## src/rtl/nand_seq_pkg.sv

```systemverilog
package nand_seq_pkg;

  typedef enum logic [1:0] {
    ST_IDLE   = 2'd0,
    ST_DECODE = 2'd1,
    ST_WAIT   = 2'd2,
    ST_XFER   = 2'd3
  } seq_state_e;

  typedef enum logic [2:0] {
    BK_CMD  = 3'd0,
    BK_COL  = 3'd1,
    BK_ROW  = 3'd2,
    BK_USR  = 3'd3,
    BK_WBUF = 3'd4,
    BK_RBUF = 3'd5,
    BK_WREG = 3'd6,
    BK_RREG = 3'd7
  } beat_kind_e;

  localparam logic [3:0] OP_END = 4'h0;

  function automatic beat_kind_e op_kind(input logic [3:0] op);
    beat_kind_e k;
    case (op)
      4'h1:                      k = BK_COL;
      4'h2:                      k = BK_ROW;
      4'h3:                      k = BK_USR;
      4'h8:                      k = BK_WBUF;
      4'h9:                      k = BK_WREG;
      4'hA, 4'hE:                k = BK_RBUF;
      4'hB, 4'hF:                k = BK_RREG;
      default:                   k = BK_CMD;
    endcase
    return k;
  endfunction

  function automatic logic op_waits(input logic [3:0] op);
    return op[3] & op[2];
  endfunction

  function automatic logic [1:0] op_cmd_sel(input logic [3:0] op);
    logic [1:0] s;
    case (op)
      4'h5, 4'hD: s = 2'd1;
      4'h6:       s = 2'd2;
      4'h7:       s = 2'd3;
      default:    s = 2'd0;
    endcase
    return s;
  endfunction

endpackage

```

## src/rtl/nand_seq_addr.sv

```systemverilog
module nand_seq_addr
  import nand_seq_pkg::*;
(
  input  beat_kind_e  kind,
  input  logic [2:0]  beat_idx,
  input  logic        large_pg,
  input  logic [1:0]  row_len,
  input  logic [23:0] blk,
  input  logic [17:0] page,
  input  logic [7:0]  usr,
  output logic [7:0]  addr_byte,
  output logic [2:0]  addr_beats
);

  logic [10:0] col;
  logic [39:0] row;

  always_comb begin
    col = large_pg ? page[10:0] : {2'b00, page[8:0]};
    row = large_pg ? {10'b0, blk, page[17:12]} : {11'b0, blk, page[14:10]};
  end

  always_comb begin
    addr_byte  = 8'h00;
    addr_beats = 3'd1;
    case (kind)
      BK_COL: begin
        addr_beats = large_pg ? 3'd2 : 3'd1;
        addr_byte  = beat_idx[0] ? {5'b0, col[10:8]} : col[7:0];
      end
      BK_ROW: begin
        addr_beats = {1'b0, row_len} + 3'd2;
        case (beat_idx)
          3'd0:    addr_byte = row[7:0];
          3'd1:    addr_byte = row[15:8];
          3'd2:    addr_byte = row[23:16];
          3'd3:    addr_byte = row[31:24];
          3'd4:    addr_byte = row[39:32];
          default: addr_byte = 8'h00;
        endcase
      end
      BK_USR:  addr_byte = usr;
      default: addr_byte = 8'h00;
    endcase
  end

endmodule

```

## src/rtl/nand_seq_wait.sv

```systemverilog
module nand_seq_wait #(
  parameter int TMO_W      = 4,
  parameter int TICK_SHIFT = 8,
  localparam int CNT_W     = TMO_W + TICK_SHIFT + 1
) (
  input  logic             clk,
  input  logic             rst_ni,
  input  logic             active,
  input  logic             rdy,
  input  logic [TMO_W-1:0] tmo,
  output logic             go,
  output logic             expire
);

  logic [CNT_W-1:0] cnt_q, cnt_d, limit_m1;

  always_comb begin
    limit_m1 = ((CNT_W'(tmo) + CNT_W'(1)) << TICK_SHIFT) - CNT_W'(1);
    go       = active & rdy;
    expire   = active & ~rdy & (cnt_q == limit_m1);
    cnt_d    = (active & ~rdy & ~expire) ? cnt_q + CNT_W'(1) : '0;
  end

  always_ff @(posedge clk or negedge rst_ni) begin
    if (!rst_ni) cnt_q <= '0;
    else         cnt_q <= cnt_d;
  end

  // the busy counter never passes the programmed limit
  p_wait_bound_r10: assert property (@(posedge clk) disable iff (!rst_ni)
    active |-> (cnt_q <= limit_m1));

  // an expiry ends the wait window
  p_expire_leaves_r10: assert property (@(posedge clk) disable iff (!rst_ni)
    expire |=> (cnt_q == '0));

endmodule

```

## src/rtl/nand_seq_buf.sv

```systemverilog
module nand_seq_buf #(
  parameter int DEPTH = 16,
  localparam int AW   = $clog2(DEPTH)
) (
  input  logic          clk,
  input  logic          wr_en,
  input  logic [AW-1:0] wr_addr,
  input  logic [7:0]    wr_data,
  input  logic [AW-1:0] rd_a_addr,
  output logic [7:0]    rd_a_data,
  input  logic [AW-1:0] rd_b_addr,
  output logic [7:0]    rd_b_data
);

  logic [7:0] mem [DEPTH];

  for (genvar g = 0; g < DEPTH; g++) begin : g_entry
    logic ent_en;
    assign ent_en = wr_en && (wr_addr == AW'(g));
    always_ff @(posedge clk) begin
      if (ent_en) mem[g] <= wr_data;
    end
  end

  assign rd_a_data = mem[rd_a_addr];
  assign rd_b_data = mem[rd_b_addr];

endmodule

```

## src/rtl/nand_seq_top.sv

```systemverilog
module nand_seq_top
  import nand_seq_pkg::*;
#(
  parameter int BUF_DEPTH  = 16,
  parameter int TICK_SHIFT = 8,
  localparam int AW        = $clog2(BUF_DEPTH),
  localparam int CW        = AW + 1
) (
  input  logic          clk,
  input  logic          rst_n,
  input  logic          start,
  input  logic [1:0]    run_mode,
  input  logic [3:0]    tmo_sel,
  input  logic [1:0]    addr_len,
  input  logic          large_page,
  input  logic          short_two,
  input  logic [31:0]   instr_word,
  input  logic [31:0]   cmd_word,
  input  logic [23:0]   blk_addr,
  input  logic [17:0]   page_addr,
  input  logic [7:0]    user_addr,
  input  logic [CW-1:0] byte_cnt,
  input  logic [15:0]   short_wr,
  output logic [15:0]   short_rd,
  input  logic          hbuf_we,
  input  logic [AW-1:0] hbuf_waddr,
  input  logic [7:0]    hbuf_wdata,
  input  logic [AW-1:0] hbuf_raddr,
  output logic [7:0]    hbuf_rdata,
  output logic          fl_cle,
  output logic          fl_ale,
  output logic          fl_we,
  output logic          fl_re,
  output logic [7:0]    fl_dout,
  input  logic [7:0]    fl_din,
  input  logic          fl_rdy,
  output logic          busy,
  output logic          done,
  output logic          finished,
  output logic          timeout_err
);

  // reset: asserted asynchronously, released on the clock
  logic rst_meta_q, rst_ni;
  always_ff @(posedge clk or negedge rst_n) begin
    if (!rst_n) begin
      rst_meta_q <= 1'b0;
      rst_ni     <= 1'b0;
    end else begin
      rst_meta_q <= 1'b1;
      rst_ni     <= rst_meta_q;
    end
  end

  // captured run parameters
  logic [31:0]   instr_q, cmd_q;
  logic [23:0]   blk_q;
  logic [17:0]   page_q;
  logic [7:0]    usr_q;
  logic [CW-1:0] cnt_q;
  logic [15:0]   swr_q;
  logic [3:0]    tmo_q;
  logic [1:0]    alen_q;
  logic          large_q, two_q;
  logic          snap_en;

  always_ff @(posedge clk or negedge rst_ni) begin
    if (!rst_ni) begin
      instr_q <= '0; cmd_q  <= '0; blk_q   <= '0; page_q <= '0;
      usr_q   <= '0; cnt_q  <= '0; swr_q   <= '0; tmo_q  <= '0;
      alen_q  <= '0; large_q <= 1'b0; two_q <= 1'b0;
    end else if (snap_en) begin
      instr_q <= instr_word; cmd_q  <= cmd_word;  blk_q  <= blk_addr;
      page_q  <= page_addr;  usr_q  <= user_addr; cnt_q  <= byte_cnt;
      swr_q   <= short_wr;   tmo_q  <= tmo_sel;   alen_q <= addr_len;
      large_q <= large_page; two_q  <= short_two;
    end
  end

  // sequencer state
  seq_state_e    state_q, state_d;
  logic [2:0]    slot_q, slot_d;
  logic [CW-1:0] idx_q, idx_d, len_q, len_d;
  logic          busy_q, busy_d, done_q, done_d;
  logic          fin_q, fin_d, err_q, err_d;
  logic [15:0]   sreg_q, sreg_d;
  logic          go_adv, go_fin;

  logic [3:0]    cur_op;
  beat_kind_e    kind;
  logic [1:0]    cmd_sel;
  logic [7:0]    cmd_byte, addr_byte, buf_byte;
  logic [2:0]    addr_beats;
  logic [CW-1:0] beat_len;
  logic          in_xfer, wait_go, wait_exp;

  assign cur_op   = instr_q[{~slot_q, 2'b00} +: 4];
  assign kind     = op_kind(cur_op);
  assign cmd_sel  = op_cmd_sel(cur_op);
  assign cmd_byte = cmd_q[{~cmd_sel, 3'b000} +: 8];
  assign in_xfer  = (state_q == ST_XFER);

  nand_seq_addr u_addr (
    .kind       (kind),
    .beat_idx   (idx_q[2:0]),
    .large_pg   (large_q),
    .row_len    (alen_q),
    .blk        (blk_q),
    .page       (page_q),
    .usr        (usr_q),
    .addr_byte  (addr_byte),
    .addr_beats (addr_beats)
  );

  nand_seq_wait #(.TMO_W(4), .TICK_SHIFT(TICK_SHIFT)) u_wait (
    .clk    (clk),
    .rst_ni (rst_ni),
    .active (state_q == ST_WAIT),
    .rdy    (fl_rdy),
    .tmo    (tmo_q),
    .go     (wait_go),
    .expire (wait_exp)
  );

  // buffer: engine fill has priority, host writes only while idle
  logic          eng_we, buf_we;
  logic [AW-1:0] buf_waddr;
  logic [7:0]    buf_wdata;

  always_comb begin
    eng_we    = in_xfer && (kind == BK_RBUF);
    buf_we    = eng_we || (hbuf_we && !busy_q);
    buf_waddr = eng_we ? idx_q[AW-1:0] : hbuf_waddr;
    buf_wdata = eng_we ? fl_din : hbuf_wdata;
  end

  nand_seq_buf #(.DEPTH(BUF_DEPTH)) u_buf (
    .clk       (clk),
    .wr_en     (buf_we),
    .wr_addr   (buf_waddr),
    .wr_data   (buf_wdata),
    .rd_a_addr (idx_q[AW-1:0]),
    .rd_a_data (buf_byte),
    .rd_b_addr (hbuf_raddr),
    .rd_b_data (hbuf_rdata)
  );

  // beat count of the current opcode
  always_comb begin
    case (kind)
      BK_COL, BK_ROW:   beat_len = CW'(addr_beats);
      BK_WBUF, BK_RBUF: beat_len = cnt_q;
      BK_WREG, BK_RREG: beat_len = two_q ? CW'(2) : CW'(1);
      default:          beat_len = CW'(1);
    endcase
  end

  // next state
  always_comb begin
    state_d = state_q;
    slot_d  = slot_q;
    idx_d   = idx_q;
    len_d   = len_q;
    busy_d  = busy_q;
    fin_d   = fin_q;
    err_d   = err_q;
    done_d  = 1'b0;
    snap_en = 1'b0;
    go_adv  = 1'b0;
    go_fin  = 1'b0;
    case (state_q)
      ST_IDLE: begin
        if (start && (run_mode != 2'b00)) begin
          snap_en = 1'b1;
          state_d = ST_DECODE;
          slot_d  = 3'd0;
          busy_d  = 1'b1;
          fin_d   = 1'b0;
          err_d   = 1'b0;
        end
      end
      ST_DECODE: begin
        if (cur_op == OP_END) begin
          go_fin = 1'b1;
        end else begin
          idx_d = '0;
          len_d = beat_len;
          if (op_waits(cur_op))      state_d = ST_WAIT;
          else if (beat_len == '0)   go_adv  = 1'b1;
          else                       state_d = ST_XFER;
        end
      end
      ST_WAIT: begin
        if (wait_exp) begin
          go_fin = 1'b1;
          err_d  = 1'b1;
        end else if (wait_go) begin
          if (len_q == '0) go_adv  = 1'b1;
          else             state_d = ST_XFER;
        end
      end
      ST_XFER: begin
        if (idx_q == len_q - CW'(1)) go_adv = 1'b1;
        else                         idx_d  = idx_q + CW'(1);
      end
      default: state_d = ST_IDLE;
    endcase
    if (go_adv) begin
      if (slot_q == 3'd7) begin
        go_fin = 1'b1;
      end else begin
        slot_d  = slot_q + 3'd1;
        state_d = ST_DECODE;
      end
    end
    if (go_fin) begin
      state_d = ST_IDLE;
      busy_d  = 1'b0;
      done_d  = 1'b1;
      fin_d   = 1'b1;
    end
  end

  // short read register
  always_comb begin
    sreg_d = sreg_q;
    if (in_xfer && (kind == BK_RREG)) begin
      if (idx_q == '0) sreg_d = {8'h00, fl_din};
      else             sreg_d = {fl_din, sreg_q[7:0]};
    end
  end

  always_ff @(posedge clk or negedge rst_ni) begin
    if (!rst_ni) begin
      state_q <= ST_IDLE;
      slot_q  <= '0;
      idx_q   <= '0;
      len_q   <= '0;
      busy_q  <= 1'b0;
      done_q  <= 1'b0;
      fin_q   <= 1'b0;
      err_q   <= 1'b0;
      sreg_q  <= '0;
    end else begin
      state_q <= state_d;
      slot_q  <= slot_d;
      idx_q   <= idx_d;
      len_q   <= len_d;
      busy_q  <= busy_d;
      done_q  <= done_d;
      fin_q   <= fin_d;
      err_q   <= err_d;
      sreg_q  <= sreg_d;
    end
  end

  // flash bus drive
  always_comb begin
    fl_cle  = in_xfer && (kind == BK_CMD);
    fl_ale  = in_xfer && (kind inside {BK_COL, BK_ROW, BK_USR});
    fl_re   = in_xfer && (kind inside {BK_RBUF, BK_RREG});
    fl_we   = in_xfer && !(kind inside {BK_RBUF, BK_RREG});
    fl_dout = 8'h00;
    if (in_xfer) begin
      case (kind)
        BK_CMD:                 fl_dout = cmd_byte;
        BK_COL, BK_ROW, BK_USR: fl_dout = addr_byte;
        BK_WBUF:                fl_dout = buf_byte;
        BK_WREG:                fl_dout = (idx_q == '0) ? swr_q[7:0] : swr_q[15:8];
        default:                fl_dout = 8'h00;
      endcase
    end
  end

  assign busy        = busy_q;
  assign done        = done_q;
  assign finished    = fin_q;
  assign timeout_err = err_q;
  assign short_rd    = sreg_q;

  // latch strobes and data direction are exclusive
  p_latch_excl_r12: assert property (@(posedge clk) disable iff (!rst_ni)
    !(fl_cle && fl_ale) && !(fl_we && fl_re));

  // done lasts one cycle and coincides with busy low
  p_done_pulse_r2: assert property (@(posedge clk) disable iff (!rst_ni)
    done |=> !done);
  p_done_idle_r2: assert property (@(posedge clk) disable iff (!rst_ni)
    done |-> (!busy && finished));

  // a command beat is a single cycle
  p_cmd_single_r3: assert property (@(posedge clk) disable iff (!rst_ni)
    fl_cle |=> !fl_cle);

  // the error flag only appears together with the end of a run
  p_err_at_end_r10: assert property (@(posedge clk) disable iff (!rst_ni)
    $rose(timeout_err) |-> done);

  // no bus activity outside a run
  p_quiet_idle_r11: assert property (@(posedge clk) disable iff (!rst_ni)
    !busy |-> !(fl_we || fl_re));

endmodule

```

## config.mk

```make
export PLATFORM = sky130hd
export DESIGN_NAME = nand_seq_top
export DESIGN_NICKNAME = d
export VERILOG_FILES = /design/src/rtl/nand_seq_pkg.sv /design/src/rtl/nand_seq_addr.sv /design/src/rtl/nand_seq_wait.sv /design/src/rtl/nand_seq_buf.sv /design/src/rtl/nand_seq_top.sv
export SDC_FILE = /design/constraint.sdc
export NUM_CORES = 1
export LEC_CHECK = 0
export ABC_AREA = 1
export BUFFER_PORTS_ARGS = -buffer_cell sky130_fd_sc_hd__buf_4
export CAP_MARGIN = 0
export CORE_MARGIN = 2
export CORE_UTILIZATION = 39
export CTS_CLUSTER_SIZE = 30
export DETAILED_ROUTE_END_ITERATION = 10
export PLACE_DENSITY_LB_ADDON = 0.3
export SLEW_MARGIN = 10
export SYNTH_ARGS = -nofsm -noshare
export SYNTH_HDL_FRONTEND = slang
export SYNTH_HIERARCHICAL = 1
export SYNTH_SLANG_ARGS = --single-unit
```

## constraint.sdc

```tcl
create_clock -name clk -period 5.5 [get_ports clk]
set_input_delay 0.825 -clock clk [delete_from_list [all_inputs] [get_ports clk]]
set_output_delay 0.825 -clock clk [all_outputs]
set_load 0.02 [all_outputs]
```

==> qor.yml <==
outcome: "finished clean"
critPathMaxFanout: 20
stdcell_count: 3037
worstHoldPathType: "in -> async"
synth_warnings: 6
die_w_um: 215
hold_violations: 0
initial_core_util_pct: 39.4
drt_iter0_drc: 1463
clock_path_buffers: 3
utilization_pct: 46.4
fin_ws_ps: 771
r2r_cells: 9
synthCells: 2251
nFillCells: 4426
dp.cells: 2971
relSlewSlack_pct: 40.3
yosys.area.top_type: "dfrtp_1"
cts_setup_buffers: 0
gr-total-overflow: 0
drtAntennaViolNets: 0
rsz0062_at_grt: "no"
die_y_um: 215
postCtsHoldBufs: 0
cp_slowest_cell: "dfrtp_1"
p_leak_nw: 10.1
ys_top_cells_by_area: "dfrtp_1, edfxtp_1, nand2_1, nand3_1, inv_1"
endpoint_kind: "output pin"
synthFlopType: "dfrtp_1"
clk_pin_slew_worst_paths_ps: 60
max_freq_mhz: 211
finalSetupViolations: 0
io_pins: 214
ys_ff_latch: 321
crit_arrival_ps: 3900
grt_pass1_vias: 15000
dr.pass1.iters: 5
antenna_found_initial: 1
numClockSinks: 321
crit_chain: "inv_6 -> nand2_1 -> nand3_1 -> nand2_1 -> o21ai_2 -> o21ai_1 -> inv_1 -> nand3_1 -> inv_1 -> o21ai_1 -> nand2_1 -> a21oi_1 -> a21oi_1 -> buf_4"
root_buffer: "clkbuf_16"
viasPerCell: 5.08
clock_latency_ps: 570
path_depth: 14
coreArea_sq_mm: 0.0441
layout_common_cells: "nand2_1, inv_1, nand3_1"
hold_slack_ps: 43.4
io_buffers: 213
fin_area_sq_mm: 0.0205
final_nets: 2605
cts_resized: 0
tns_ps: 0
drc: 0
syn_area_per_cell_sq_um: 7.73
ys_seq_area_share_pct: 49.9
final_common_cell: "nand2_1"
synth_edf_count: 128
fin_worst_skew_ps: 36.7
syn-num-nets: 2439
peakVddDrop_mv: 0.330
cp_common_cell: "nand2_1"
num_rows: 77
routed_wl_mm: 53.0
cts_tree: "yes"
max-cap-violations: 0
syn2layout_area_growth_pct: 17.8
grt_max_degree: 216
worstMarginPinSlew_ps: 896
wl_per_cell_um: 17.5
power_mw: 11.2
dpl-instance-area_sq_mm: 0.0193
synth_async_sr_flop_share_pct: 60.1
cpLargestDelayFamily: "compound AO/OA/AOI/OAI gates"
crit_buf_inv: 4
dieArea_sq_mm: 0.0463
hpwl_mm: 37.0
gp_congestion: 0.875
timing.final.crit_share_pct: 86.0
netlist_area_sq_mm: 0.0174
fin_crit_ps: 4730
slowest_delay_ps: 620
num_vias: 15400
drive_gt1_share_pct: 14.6
cp-start-kind: "flip-flop"
cp.required_ps: 4680
powerDensity_mw_per_mm2: 548
synth_top_area_share_pct: 27.8
grt_usage_pct: 22.8
yosysUniqueCellTypes: 48
cts_max_level: 2
crit_type: "reg -> out"
dp_slack_ps: 1400
final-max-slew-violation-count: 0
numCtsBuffers: 36
grt_first_pass_wirelength_mm: 83.2
==> layer usage <==
layer | track usage [%] | up-vias | part of all wire (%)
li1 | - | 7468 | -
met1 | 30.3 | 7282 | 42
met2 | 38.3 | 586 | 48
met3 | 3.23 | 82 | 7.0
met4 | 7.38 | 0 | 2.8
met5 | 0 | - | 0
==> final timing paths <==
kind | endpoint | slack, ps | startpoint
hold / removal | rst_ni | 40 | rst_n
max in group asynchronous | idx_q[0] | 3850 | rst_ni
min in group clk | rst_ni | 350 | rst_meta_q
setup / recovery | fl_dout[4] | 770 | slot_q[0]
setup reg to reg | u_buf/mem[1][7] | 1380 | slot_q[0]
hold reg to reg | rst_ni | 350 | rst_meta_q
==> Yosys cell counts, types with 2 or more instances <==
cell,count
nand2_1,872
inv_1,284
nand3_1,282
dfrtp_1,193
edfxtp_1,128
o21ai_0,110
nor2_1,79
a21oi_1,39
clkbuf_1,39
buf_2,34
buf_6,19
ha_1,14
nand2_2,11
nor2_2,11
xor2_1,11
inv_2,10
o211ai_1,10
o21ai_1,10
nand3_2,9
nor3_1,9
buf_4,8
o311ai_1,8
a32o_1,7
nand2_4,7
nand4_1,7
buf_1,4
nor3_2,4
xnor2_1,4
o21ai_2,3
a21oi_2,2
a31oi_1,2
nand3b_1,2
nand4_2,2
nor3_4,2
nor3b_1,2
==> kinds of logic after synthesis <==
group	synth area share [%]
compound gates	6.39
xor+xnor	0.755
fa+ha+maj	1.01
buf+inv	10.1
flops	49.9
other cells	0.0216
simple gates	31.9
==> final cells by class <==
class                   instances  area (sq um)  area share, %
flip-flops and latches        321          8680           42.4
multi-input cells            1529          6970           34.0
repair buffers                234          1780           8.70
inverters                     295          1110           5.43
clock buffers                  52          1030           5.03
well taps                     592           741           3.62
clock inverters                13           168          0.818
diodes                          1          2.50         0.0122
==> sequential cells by signal, summed over array words and instances, names as in the netlist, 8 cells and up <==
name          count
blk_q            24
cmd_q            32
instr_q          32
page_q           18
short_rd         16
swr_q            16
u_buf/mem       128
u_wait/cnt_q     13
usr_q             8
==> power by group <==
group          total [mW]  switching (mW)  internal, mW
logic                5.17            3.58          1.59
registers            3.62           0.431          3.19
clock network        2.45           0.993          1.45
total                11.2            5.00          6.23
Note: power is estimated with default switching activity, not from simulation.
